## config.mk

```make
export PLATFORM = sky130hd
export DESIGN_NAME = pulseClockGen
export DESIGN_NICKNAME = d
export VERILOG_FILES = /design/src/rtl/pcgPkg.sv /design/src/rtl/pcgCtrl.sv /design/src/rtl/pcgDivider.sv /design/src/rtl/pcgPhaseDecode.sv /design/src/rtl/pulseClockGen.sv
export SDC_FILE = /design/constraint.sdc
export NUM_CORES = 1
export LEC_CHECK = 0
export ABC_AREA = 1
export BUFFER_PORTS_ARGS = -buffer_cell sky130_fd_sc_hd__buf_2
export CORE_AREA = 2 2 39 41
export DETAILED_ROUTE_END_ITERATION = 10
export DIE_AREA = 0 0 41 43
export PLACE_DENSITY = 0.36
export SLEW_MARGIN = 20
export SYNTH_ARGS = -nofsm -noshare
export SYNTH_HDL_FRONTEND = slang
export SYNTH_SLANG_ARGS = --single-unit
```

## constraint.sdc

```tcl
create_clock -name clkIn -period 1.2 [get_ports clkIn]
set_clock_uncertainty 0.15 [all_clocks]
set_input_delay 0.12 -clock clkIn [delete_from_list [all_inputs] [get_ports clkIn]]
set_output_delay 0.12 -clock clkIn [all_outputs]
set_load 0.05 [all_outputs]
```

## src/rtl/pcgPkg.sv

```systemverilog
`timescale 1ns/1ps
package pcgPkg;

  // Strobes sent from the control to the divider datapath each cycle.
  typedef struct packed {
    logic clr;   // force dividers low
    logic adv;   // advance dividers by one input cycle
  } pcgStrobeT;

endpackage

```

## src/rtl/pcgCtrl.sv

```systemverilog
`timescale 1ns/1ps
module pcgCtrl
  import pcgPkg::*;
(
  input  logic      clkIn,
  input  logic      clear,
  input  logic      enable,
  output pcgStrobeT strobe,
  output logic      phaseEn
);

  // The run flag is captured at the edge, so a mid-cycle change waits a cycle.
  always_ff @(posedge clkIn) begin
    if (clear) phaseEn <= 1'b0;
    else       phaseEn <= enable;
  end

  // Clear has priority: no advance on a clearing edge.
  always_comb begin
    strobe.clr = clear;
    strobe.adv = enable & ~clear;
  end

endmodule

```

## src/rtl/pcgDivider.sv

```systemverilog
`timescale 1ns/1ps
module pcgDivider
  import pcgPkg::*;
(
  input  logic      clkIn,
  input  pcgStrobeT strobe,
  output logic      clk2,
  output logic      clk4
);

  // Both dividers sit in the input clock domain; clk4 steps on the edge
  // where clk2 is about to rise, which matches a rising-edge toggle of clk2.
  always_ff @(posedge clkIn) begin
    if (strobe.clr) begin
      clk2 <= 1'b0;
      clk4 <= 1'b0;
    end else if (strobe.adv) begin
      clk2 <= ~clk2;
      if (!clk2) clk4 <= ~clk4;
    end
  end

endmodule

```

## src/rtl/pcgPhaseDecode.sv

```systemverilog
`timescale 1ns/1ps
module pcgPhaseDecode (
  input  logic clkIn,
  input  logic clk2,
  input  logic phaseEn,
  output logic p1,
  output logic p2,
  output logic p3,
  output logic p4,
  output logic p23
);

  logic [3:0] slotHot;

  // Slot selection from the two clock levels.
  always_comb begin
    case ({clk2, clkIn})
      2'b11:   slotHot = 4'b0001;
      2'b10:   slotHot = 4'b0010;
      2'b01:   slotHot = 4'b0100;
      default: slotHot = 4'b1000;
    endcase
    if (!phaseEn) slotHot = 4'b0000;
  end

  always_comb begin
    p1  = slotHot[0];
    p2  = slotHot[1];
    p3  = slotHot[2];
    p4  = slotHot[3];
    p23 = slotHot[1] | slotHot[2];
  end

endmodule

```

## src/rtl/pulseClockGen.sv

```systemverilog
`timescale 1ns/1ps
module pulseClockGen
  import pcgPkg::*;
(
  input  logic clkIn,
  input  logic clear,
  input  logic enable,
  output logic clk2,
  output logic clk4,
  output logic p1,
  output logic p2,
  output logic p3,
  output logic p4,
  output logic p23
);

  pcgStrobeT strobe;
  logic      phaseEn;

  pcgCtrl u_ctrl (
    .clkIn   (clkIn),
    .clear   (clear),
    .enable  (enable),
    .strobe  (strobe),
    .phaseEn (phaseEn)
  );

  pcgDivider u_div (
    .clkIn  (clkIn),
    .strobe (strobe),
    .clk2   (clk2),
    .clk4   (clk4)
  );

  pcgPhaseDecode u_dec (
    .clkIn   (clkIn),
    .clk2    (clk2),
    .phaseEn (phaseEn),
    .p1      (p1),
    .p2      (p2),
    .p3      (p3),
    .p4      (p4),
    .p23     (p23)
  );

endmodule

```

==> results.yml <==
synthesis:
  synth_common_cells: "nand2_1 (6), inv_1 (4), dfxtp_1 (3), nor2_1 (3), inv_2 (2)"
  ys_ff_latch: 3
  synth_edf_count: 0
  ys.flop_type: "dfxtp_1"
  synth_seq_area_share_pct: 39.0
  synth_fp_nets: 27
  syn_area_um2: 154
  async_flop_share_pct: 0
  synth_top_area_cell: "dfxtp_1"
  ys_top_cells_by_area: "dfxtp_1 (39%), nand2_1 (15%), inv_1 (9.8%)"
  synth_most_common_cell: "nand2_1"
  yosysUniqueCellTypes: 11
  yosysWarnings: 0
  synth_cells: 24
  avgSynthCellArea_um2: 6.41
  netlist.area_leader.share_pct: 39.0
worst_setup_path:
  timing.rr.start: "u_div.clk2"
  cp_data_required_time_ns: 0.93
  critPathTopFamily: "buffers and inverters"
  cp_slowest_stage_delay_ns: 0.17
  path_buf_inv: 4
  crit_type: "clock port to primary output"
  path_cells: "buf_8 -> buf_8 -> buf_6 -> o21ai_4 -> buf_6"
  crit_path_end_kind: "primary output"
  crit_arrival_ns: 1.21
  cp-start-kind: "clock port"
  rrSetupSlack_ns: 0.29
  cp_slowest_cell: "buf_6"
  r2r_cells: 3
  path_max_fanout: 2
  r2r_end: "u_div.clk2"
cells_and_area:
  n_antenna_cell: 0
  fill_cells: 141
  multi_input_area_um2: 141
  seq_area_um2: 67.6
  stdcell_count: 65
  nNetsFinal: 52
  layout-drive-gt1-share_pct: 73.5
  area_delta_synth_final_pct: 233
placed_design:
  pre_cts_ws_ns: -0.0211
  hpwl_um: 340
  gp_congestion: 0.590
  io_buffers: 9
  dp.cells: 50
status:
  outcome: "finished, violations left"
  violations: "negative setup slack"
power_and_ir_drop:
  power.density_mw_per_mm2: 2640
  vdd_drop_max_v: 0.000980
  p_leak_nw: 0.226
routing:
  wl_um: 656
  drt_first_pass_iters: 2
  wl_per_cell_um: 10.1
  detail-route-antenna-nets: 0
  drt_iter0_markers: 1
  drcViolationCount: 0
  vias_per_cell: 3.91
  routed-via-count: 254
sta:
  finalSetupViolations: 11
  rsz0062_at_grt: "true"
  finalWorstSetupSlack_ns: -0.279
  hold_viol: 0
  slew_headroom_pct: 83.4
  worst_pin_slew_ns: 0.251
  final.setup.tns_ns: -1.17
  slew_viol_final: 0
floorplan:
  fp.dieArea_mm2: 0.00176
  io_pins: 10
  coreArea_mm2: 0.00138
  initial_core_util_pct: 11.1
  die_w_um: 41
  die_h_um: 43
  rows: 14
hold_path:
  hp-class: "register to register"
  hold_end: "u_div.clk4"
  min_from: "u_div.clk4"
  hold_path_depth: 3
clock_network:
  cts_tree: "yes"
  clkTransAtPathRegs_ns: 0.04
  worstSkewPairLatency_ns: 0.23
grt:
  grt_start_max_net_pins: 5
  grt_overflow: 0
  grt_antenna_before_repair: 0
  grt_pass1_wl_um: 1120
  grt_pass1_vias: 376
  grtUsageTotal_pct: 11.8
run:
  max_cap_viol_count: 0
-- logic make-up after synthesis --
family,after synthesis,share of synthesized area (%)
compound gates,2,6.50
buf+inv,6,14.6
simple gates,13,39.8
flops,3,39.0
-- layer usage --
layer  vias up  wire (µm)  global-route usage, %
met2        17        326                   10.0
met1       109        230                   6.75
met3         5         76                   15.7
met4         0         23                   23.3
met5         -          0                      0
li1        123          -                      -
-- worst max path at each step --
stage                           from  endpoint  slack [ns]  cells after the start
after floorplan           u_div.clk2       p23       -0.01                      2
after global placement         clkIn        p3       -0.02                      3
after detailed placement       clkIn        p3       -0.02                      3
after CTS                      clkIn       p23       -0.35                      5
after global routing           clkIn       p23       -0.30                      5
final                          clkIn       p23       -0.28                      5
-- registers in the layout, summed over array words and instances (netlist names) --
register / count
u_div.clk4: 1
u_div.clk2: 1
u_ctrl.phaseEn: 1
-- cells in the final DEF, fill, tap and decap left out, drive strengths merged --
master       netlist  routed
a21oi              1       1
buf                0      20
clkbuf             0       3
clkinvlp           0       1
dfxtp              3       3
dlygate4sd3        0       2
inv                6       5
nand2              7       7
nand3              2       2
nand4              1       1
nor2               3       3
o21ai              1       1
-- through the flow --
step,power (mW),util (%),hold WS (ns),instance area (µm²)
after CTS,1.22,34.2,0.372,473
after global placement,0.400,20.4,0.144,283
final,1.35,37.0,0.370,512
after detailed placement,0.403,20.4,0.158,283
after floorplan,0.361,-,0.0288,210
after global routing,1.43,37.0,0.402,512
-- repair_timing --
action | 4_1_cts | 5_1_grt
hold buffers | 2 | 0
resized for setup | 25 | 14
endpoints found under the setup margin | 13 | 12
pin swaps | 2 | 4
endpoints found under the hold margin | 2 | 0
setup buffers | 1 | 2
-- worst reg2reg max path, stage by stage (launching register included) --
cell	delay [ns]
dfxtp_4	0.38
inv_6	0.08
nand3_2	0.06
a21oi_1	0.16
-- layout make-up --
type                       instances  area share (%)
clock buffer                      17            35.9
multi-input combinational         15            27.6
sequential                         3            13.2
timing repair buffer               8            12.7
inverter                           4            3.91
tap                               16            3.91
clock inverter                     2            2.69
-- power breakdown --
| group | internal [mW] | switching [mW] | total [mW] |
|---|---|---|---|
| Sequential | 0.107 | 0.0126 | 0.120 |
| Combinational | 0.0297 | 0.0494 | 0.0792 |
| Clock | 0.686 | 0.469 | 1.15 |
Power figures use the tool's default switching activity.
